[config.mk]
export PLATFORM = sky130hd
export DESIGN_NAME = csum_gate
export DESIGN_NICKNAME = d
export VERILOG_FILES = /design/src/rtl/csum_gate_pkg.sv /design/src/rtl/csum_classify.sv /design/src/rtl/csum_accum.sv /design/src/rtl/csum_match.sv /design/src/rtl/csum_gate.sv
export SDC_FILE = /design/constraint.sdc
export NUM_CORES = 1
export LEC_CHECK = 0
export ABC_AREA = 1
export BUFFER_PORTS_ARGS = -buffer_cell sky130_fd_sc_hd__buf_2
export CORE_MARGIN = 1
export CORE_UTILIZATION = 40
export CTS_CLUSTER_DIAMETER = 80
export DETAILED_ROUTE_END_ITERATION = 10
export PLACE_DENSITY_LB_ADDON = 0.12
export RECOVER_POWER = 50
export SLEW_MARGIN = 0
export SYNTH_ARGS = -nofsm -noshare
export SYNTH_HDL_FRONTEND = slang
export SYNTH_SLANG_ARGS = --single-unit
[constraint.sdc]
create_clock -name clk -period 1.63 [get_ports clk]
set_clock_uncertainty 0.05 [all_clocks]
set_input_delay 0.163 -clock clk [delete_from_list [all_inputs] [get_ports clk]]
set_output_delay 0.163 -clock clk [all_outputs]
set_load 0.05 [all_outputs]
[src/rtl/csum_gate_pkg.sv]
package csum_gate_pkg;
   typedef enum logic [1:0] {
      PK_DATA  = 2'd0,
      PK_CHECK = 2'd1,
      PK_SKIP  = 2'd2
   } pkt_class_e;
endpackage

[src/rtl/csum_classify.sv]
module csum_classify
   import csum_gate_pkg::*;
#(
   parameter int unsigned ID_W     = 8,
   parameter int unsigned CHECK_ID = 0,
   parameter bit          SKIP_EN  = 1'b1,
   parameter int unsigned SKIP_LO  = 8'h1C,
   parameter int unsigned SKIP_HI  = 8'h1F
) (
   input  logic [ID_W-1:0] id,
   output pkt_class_e      cls
);
   localparam logic [ID_W-1:0] CHK = ID_W'(CHECK_ID);
   localparam logic [ID_W-1:0] LO  = ID_W'(SKIP_LO);
   localparam logic [ID_W-1:0] HI  = ID_W'(SKIP_HI);

   if (SKIP_EN && (SKIP_LO > SKIP_HI)) begin : g_bad_window
      $error("csum_classify: skip window is empty");
   end

   logic in_skip;

   if (SKIP_EN) begin : g_window
      assign in_skip = (id >= LO) && (id <= HI);
   end else begin : g_no_window
      assign in_skip = 1'b0;
   end

   always_comb begin
      if (id == CHK)    cls = PK_CHECK;
      else if (in_skip) cls = PK_SKIP;
      else              cls = PK_DATA;
   end
endmodule

[src/rtl/csum_accum.sv]
module csum_accum #(
   parameter int unsigned          DATA_W = 24,
   parameter logic [DATA_W-1:0]    SEED   = '0
) (
   input  logic              clk,
   input  logic              rst_n,
   input  logic              upd,
   input  logic [DATA_W-1:0] din,
   output logic [DATA_W-1:0] q
);
   always_ff @(posedge clk or negedge rst_n) begin
      if (!rst_n)   q <= SEED;
      else if (upd) q <= q ^ din;
   end
endmodule

[src/rtl/csum_match.sv]
module csum_match #(
   parameter int unsigned DATA_W = 24,
   parameter int unsigned LANES  = 3
) (
   input  logic [DATA_W-1:0] a,
   input  logic [DATA_W-1:0] b,
   output logic              eq
);
   localparam int unsigned LANE_W = DATA_W / LANES;

   if (LANES < 1 || (DATA_W % LANES) != 0) begin : g_bad_lanes
      $error("csum_match: LANES must divide DATA_W");
   end

   logic [LANES-1:0] lane_eq;

   for (genvar g = 0; g < LANES; g++) begin : g_lane
      assign lane_eq[g] = (a[g*LANE_W +: LANE_W] == b[g*LANE_W +: LANE_W]);
   end

   assign eq = &lane_eq;
endmodule

[src/rtl/csum_gate.sv]
module csum_gate
   import csum_gate_pkg::*;
#(
   parameter int unsigned       ID_W     = 8,
   parameter int unsigned       DATA_W   = 24,
   parameter logic [DATA_W-1:0] PART_ID  = 24'hA50F3C,
   parameter int unsigned       CHECK_ID = 0,
   parameter bit                SKIP_EN  = 1'b1,
   parameter int unsigned       SKIP_LO  = 8'h1C,
   parameter int unsigned       SKIP_HI  = 8'h1F,
   parameter int unsigned       LANES    = 3
) (
   input  logic              clk,
   input  logic              rst_n,
   input  logic              rx_valid,
   input  logic [ID_W-1:0]   rx_id,
   input  logic [DATA_W-1:0] rx_data,
   input  logic              pid_sent,
   output logic              out_en,
   output logic              pid_req
);
   if (ID_W < 1 || DATA_W < 1) begin : g_bad_width
      $error("csum_gate: widths must be positive");
   end
   if (CHECK_ID >= (1 << ID_W)) begin : g_bad_id
      $error("csum_gate: CHECK_ID does not fit ID_W");
   end

   pkt_class_e        cls;
   logic [DATA_W-1:0] csum_q;
   logic              match;
   logic              take_data;
   logic              take_chk;
   logic              open_now;
   logic              close_now;
   logic              en_q;
   logic              req_q;

   csum_classify #(
      .ID_W(ID_W), .CHECK_ID(CHECK_ID), .SKIP_EN(SKIP_EN),
      .SKIP_LO(SKIP_LO), .SKIP_HI(SKIP_HI)
   ) u_cls (
      .id (rx_id),
      .cls(cls)
   );

   csum_match #(.DATA_W(DATA_W), .LANES(LANES)) u_cmp (
      .a (csum_q),
      .b (rx_data),
      .eq(match)
   );

   assign take_data = rx_valid && (cls == PK_DATA);
   assign take_chk  = rx_valid && (cls == PK_CHECK) && !en_q;
   assign open_now  = take_chk && match;
   assign close_now = take_data && en_q;

   csum_accum #(.DATA_W(DATA_W), .SEED(PART_ID)) u_acc (
      .clk  (clk),
      .rst_n(rst_n),
      .upd  (take_data),
      .din  (rx_data),
      .q    (csum_q)
   );

   always_ff @(posedge clk or negedge rst_n) begin
      if (!rst_n)         en_q <= 1'b0;
      else if (take_data) en_q <= 1'b0;
      else if (open_now)  en_q <= 1'b1;
   end

   always_ff @(posedge clk or negedge rst_n) begin
      if (!rst_n)         req_q <= 1'b1;
      else if (close_now) req_q <= 1'b1;
      else if (open_now)  req_q <= 1'b0;
      else if (pid_sent)  req_q <= 1'b0;
   end

   assign out_en  = en_q;
   assign pid_req = req_q;
endmodule

# After elaboration in Yosys (flattened, before gate mapping)
# Cells that the tools add are included.
classes:
  n_shift: 0
  order_cmp: 2
  mul: 0
  n_addsub: 0
  n_reduce_logical: 12
  bitwise: 1
  n_eq_ne: 4
  muxes: 7
  div: 0
op_table:
  columns: ["cell", "count"]
  rows:
  - ["$eq 8x8->1", 3]
  - ["$xor 24x24->24", 1]
  - ["$ge 8x5->1 const B", 1]
  - ["$le 8x5->1 const B", 1]
  - ["$logic_not 8->1", 1]
  - ["$logic_and 1x1->1", 6]
  - ["$mux 1", 5]
  - ["$mux 2", 2]
  - ["$reduce_and 3->1", 1]
  - ["$reduce_bool 3->1", 1]
  - ["$eq 2x1->1 const B", 1]
  - ["$logic_not 2->1", 1]
  - ["$reduce_bool 2->1", 1]
  - ["$logic_not 1->1", 1]
word_totals:
  ram_bits: 0
  romBits: 0
  n_memories: 0
  latchBits: 0
  word_cells: 29
  regBits: 26

# Longest topological paths before layout
logic_depth:
  ltp_word: 10
  mapped_depth: 10
  depth_no_buf: 10

# By module
# Synthesis repeated with hierarchy kept, for this count alone.
hier_totals:
  cells_unflattened: 305
  area_unflattened_um2: 1813.0
modules_own_cells:
  columns: ["mod", "instances", "cells_per_inst", "area_each_um2"]
  rows:
  - ["csum_accum", 1, 173, 1218.7]
  - ["csum_match", 1, 103, 429.2]
  - ["csum_gate", 1, 17, 115.1]
  - ["csum_classify", 1, 12, 50.0]

# Least setup slack after synthesis
# Ideal clock, no wire load.
synth_path:
  path_type: "flip-flop to flip-flop"
  startpoint: "register u_acc.q[9]"
  endpoint: "register req_q (netlist: pid_req)"
  period_less_slack_ns: 1.178
  setup_slack_ns: 0.452
  required_ns: 1.502
  arrival_time_ns: 1.050
  setup_ns: 0.078
  stages_incl_launch_ff: 10
  path_cell_list: "dfstp_2 nand2_1 nand2_1 nand2_1 nor2_1 nand2_1 nor2_1 nand2_1 nand2_1 nand2_1"
synth_via:
  elab_chain_len: 5
synth_lines:
  columns: ["element", "line_no", "rtl"]
  rows:
  - ["start, declared", "csum_accum.sv:9", "output logic [DATA_W-1:0] q"]
  - ["start signal, assigned", "csum_accum.sv:13", "else if (upd) q <= q ^ din;"]
  - ["$eq 8x8->1 (*)", "csum_match.sv:18", "assign lane_eq[g] = (a[g*LANE_W +: LANE_W] == b[g*LANE_W +: LANE_W]);"]
  - ["$reduce_and 3->1 (*)", "csum_match.sv:21", "assign eq = &lane_eq;"]
  - ["$logic_and 1x1->1 (*)", "csum_gate.sv:55", "assign open_now = take_chk && match;"]
  - ["$mux 1", "csum_gate.sv:75", "else if (open_now) req_q <= 1'b0;"]
  - ["$mux 1", "csum_gate.sv:74", "else if (close_now) req_q <= 1'b1;"]
  - ["end signal, assigned", "csum_gate.sv:74", null]
  - ["end signal, assigned", "csum_gate.sv:75", null]
  - ["end signal, assigned", "csum_gate.sv:76", "else if (pid_sent) req_q <= 1'b0;"]
  - ["end, declared", "csum_gate.sv:37", "logic req_q;"]
# Every way passes the cells marked *; elsewhere a longest branch is shown, timed or not.
# A chain may end at the register's enable or synchronous reset.

# Worst setup path after layout
layout_path:
  startpoint: "register u_acc.q[21]"
  endpoint: "register req_q (netlist: pid_req)"
# The elaborated chain is that of the path after synthesis.

==> flow_metrics.py <==
metrics = {
    "sta": {
        "post-route-period-util": 0.8129,
        "relSlewSlack": 0.5520,
        "rsz0062_at_grt": "false",
        "setup_viol": 0,
        "max_freq_mhz": 754.7,
        "hold_violations": 0,
        "tns_ns": 0,
        "drv_slew": 0,
        "min_period_ns": 1.325,
        "worst_pin_slew_ns": 0.6719,
    },
    "final_layout": {
        "drive_gt1_frac": 0.2086,
        "syn_to_final_growth_pct": 17.73,
        "antenna_cells": 0,
        "design_area_um2": 1969,
        "layout.nets": 339,
        "final_cells": 352,
    },
    "placed_design": {
        "dp_hpwl_um": 2524,
        "routabilityCongestion": 0.7075,
        "port_buffers": 37,
        "postPlaceCellArea_um2": 1901,
        "placed_cells": 347,
    },
    "global_routing": {
        "grt_overflow": 0,
        "antenna_found_initial": 0,
        "grt_pass1_vias": 1401,
        "grt_max_degree": 50,
        "grt_use_total": 0.1717,
        "grt_pass1_wl_um": 5816,
    },
    "cts": {
        "clk_latency_ns": 0.27,
        "cts_setup_buffers": 0,
        "ctsResizeCount": 0,
        "clk_pin_slew_ns": 0.10,
        "numCtsBuffers": 3,
        "cts_hold_buf": 1,
        "cts.sinks": 26,
        "cts-root-buf": "clkbuf_8",
        "cts_tree": "done",
        "clockBufferDepth": 2,
        "htree_levels": 1,
    },
    "critical_path": {
        "worst_setup_path_start_kind": "register",
        "cp-end-kind": "register",
        "reg2reg_slack_ns": 0.30,
        "r2r_start": "u_acc.q[21]$_DFFE_PN1P_",
        "reg2regPathDepth": 9,
        "critPathRequiredTime_ns": 1.80,
        "path_max_fanout": 3,
        "r2r-end": "pid_req$_DFFE_PN1P_",
        "cp.arrival_ns": 1.49,
        "critPathKind": "register to register",
    },
    "min_path": {
        "holdPathEnd": "pid_req$_DFFE_PN1P_",
        "worstHoldStart": "pid_sent",
        "hold_path_depth": 4,
        "hold_path_class": "primary input to register",
    },
    "floorplan": {
        "io_pins": 38,
        "die_width_um": 66.67,
        "coreArea_um2": 4000,
        "rows": 23,
        "start_util": 0.4182,
        "dieArea_um2": 4445,
        "die_y_um": 66.67,
    },
    "detailed_routing": {
        "drc": 0,
        "wire_per_inst_um": 9.480,
        "drt_pass1_iterations": 4,
        "drtAntennaViolNets": 0,
        "drt_iter0_markers": 92,
        "avgViaCountPerCell": 4.332,
        "vias": 1525,
        "wl_um": 3337,
    },
    "logic_synthesis": {
        "synth.net_count": 300,
        "syn_avg_cell_area_um2": 6.337,
        "syn_area_um2": 1673,
        "post_synth_num_cell_types": 18,
        "seq_area_frac_synth": 0.3987,
        "yosys_warnings": 0,
        "postSynthCellCount": 264,
        "synth_seq_cells": 26,
    },
    "flow_run": {
        "drv_cap": 0,
    },
    "pwr": {
        "leakagePower_nw": 1.115,
        "power_density_nw_per_um2": 949.2,
        "ir_worst_vdd_mv": 0.5178,
    },
    "run_status": {
        "outcome": "finished clean",
    },
}
state kept, by name, indices dropped and copies added (netlist names):
| name | flops |
|---|---|
| out_en | 1 |
| u_acc.q | 24 |
| pid_req | 1 |
cell usage in the layout, fill, tap and decap left out, types with 2 or more instances in the layout:
master / n
buf_2: 36
clkbuf_8: 3
dfrtp_1: 13
dfstp_2: 13
inv_1: 46
nand2_1: 123
nand3_1: 2
nand4_1: 4
nor2_1: 26
o21ai_0: 19
o21ai_2: 5
xnor2_1: 3
metrics by stage:
step | power [mW] | hold WS, ns | worst slack [ns] | util
finish | 1.869 | 0.04675 | 0.3049 | 0.4923
global route | 2.009 | 0.06752 | 0.1263 | 0.4923
CTS | 1.897 | 0.04590 | 0.2913 | 0.4955
detailed placement | 1.340 | 0.1552 | 0.3004 | 0.4751
global placement | 1.327 | 0.1582 | 0.3373 | 0.4751
floorplan | 1.197 | -0.1826 | 0.4525 | -
worst max-delay path by stage:
| stage | start | endpoint | slack, ns | depth (start not counted) |
|---|---|---|---|---|
| global route | u_acc.q[21]$_DFFE_PN1P_ | pid_req$_DFFE_PN1P_ | 0.13 | 9 |
| global placement | u_acc.q[21]$_DFFE_PN1P_ | pid_req$_DFFE_PN1P_ | 0.34 | 9 |
| finish | u_acc.q[21]$_DFFE_PN1P_ | pid_req$_DFFE_PN1P_ | 0.30 | 9 |
| detailed placement | u_acc.q[21]$_DFFE_PN1P_ | pid_req$_DFFE_PN1P_ | 0.30 | 9 |
| CTS | u_acc.q[21]$_DFFE_PN1P_ | pid_req$_DFFE_PN1P_ | 0.29 | 9 |
| floorplan | u_acc.q[9]$_DFFE_PN1P_ | pid_req$_DFFE_PN1P_ | 0.45 | 9 |
where the power goes:
group	internal, mW	switching (mW)	leakage [nW]
logic	0.179	0.271	0.785
registers	0.789	0.0820	0.295
clock network	0.329	0.220	0.0357
cell type report:
class                      count  area [um2]
multi-input combinational    186       789.5
sequential                    26       666.9
clock buffer                   3       41.29
fill                         409        2031
clock inverter                 1       30.03
tap                           50       62.56
inverter                      47       176.4
timing repair buffer          39       202.7
per-layer routing:
layer | part of all wire | routed length, um | track usage | vias to the layer above
met5 | 0 | 0 | 0 | -
met1 | 0.51 | 1715 | 0.2282 | 634
met4 | 0.011 | 36 | 0.04787 | 0
met2 | 0.44 | 1483 | 0.2891 | 27
met3 | 0.030 | 101 | 0.02226 | 4
li1 | - | - | - | 860
worst max-delay path, stage by stage, from the launching register on:
cell and delay [ns]:
dfstp_2 0.55, nand2_1 0.05, nand2_1 0.09, nand2_1 0.06, nor2_1 0.14, nand2_1 0.08, nor2_1 0.08, nand2_1 0.06
nand2_1 0.05, nand2_1 0.05
kinds of logic after synthesis:
| kind of cell | after synthesis | synth area share |
|---|---|---|
| AND/OR/NAND/NOR | 158 | 0.3680 |
| buffers and inverters | 52 | 0.1294 |
| flip-flops | 26 | 0.3987 |
| AO/OA/AOI/OAI | 24 | 0.08302 |
| XOR/XNOR | 4 | 0.02095 |
synthesized netlist by cell type:
cell / count / area (um2)
nand4_1: 4 / 25.02
nor2_2: 1 / 6.260
dfstp_2: 13 / 341.6
buf_6: 2 / 22.52
nand2_1: 123 / 461.7
nand3_2: 1 / 10.01
inv_2: 1 / 3.750
dfrtp_1: 13 / 325.3
nor3_1: 1 / 5.000
xnor2_1: 3 / 26.28
o21ai_0: 19 / 95.09
inv_1: 46 / 172.7
buf_4: 1 / 7.510
buf_2: 2 / 10.01
nor2_1: 26 / 97.59
xor2_1: 1 / 8.760
o21ai_2: 5 / 43.79
nand3_1: 2 / 10.01
(Power assumes the default switching activity.)
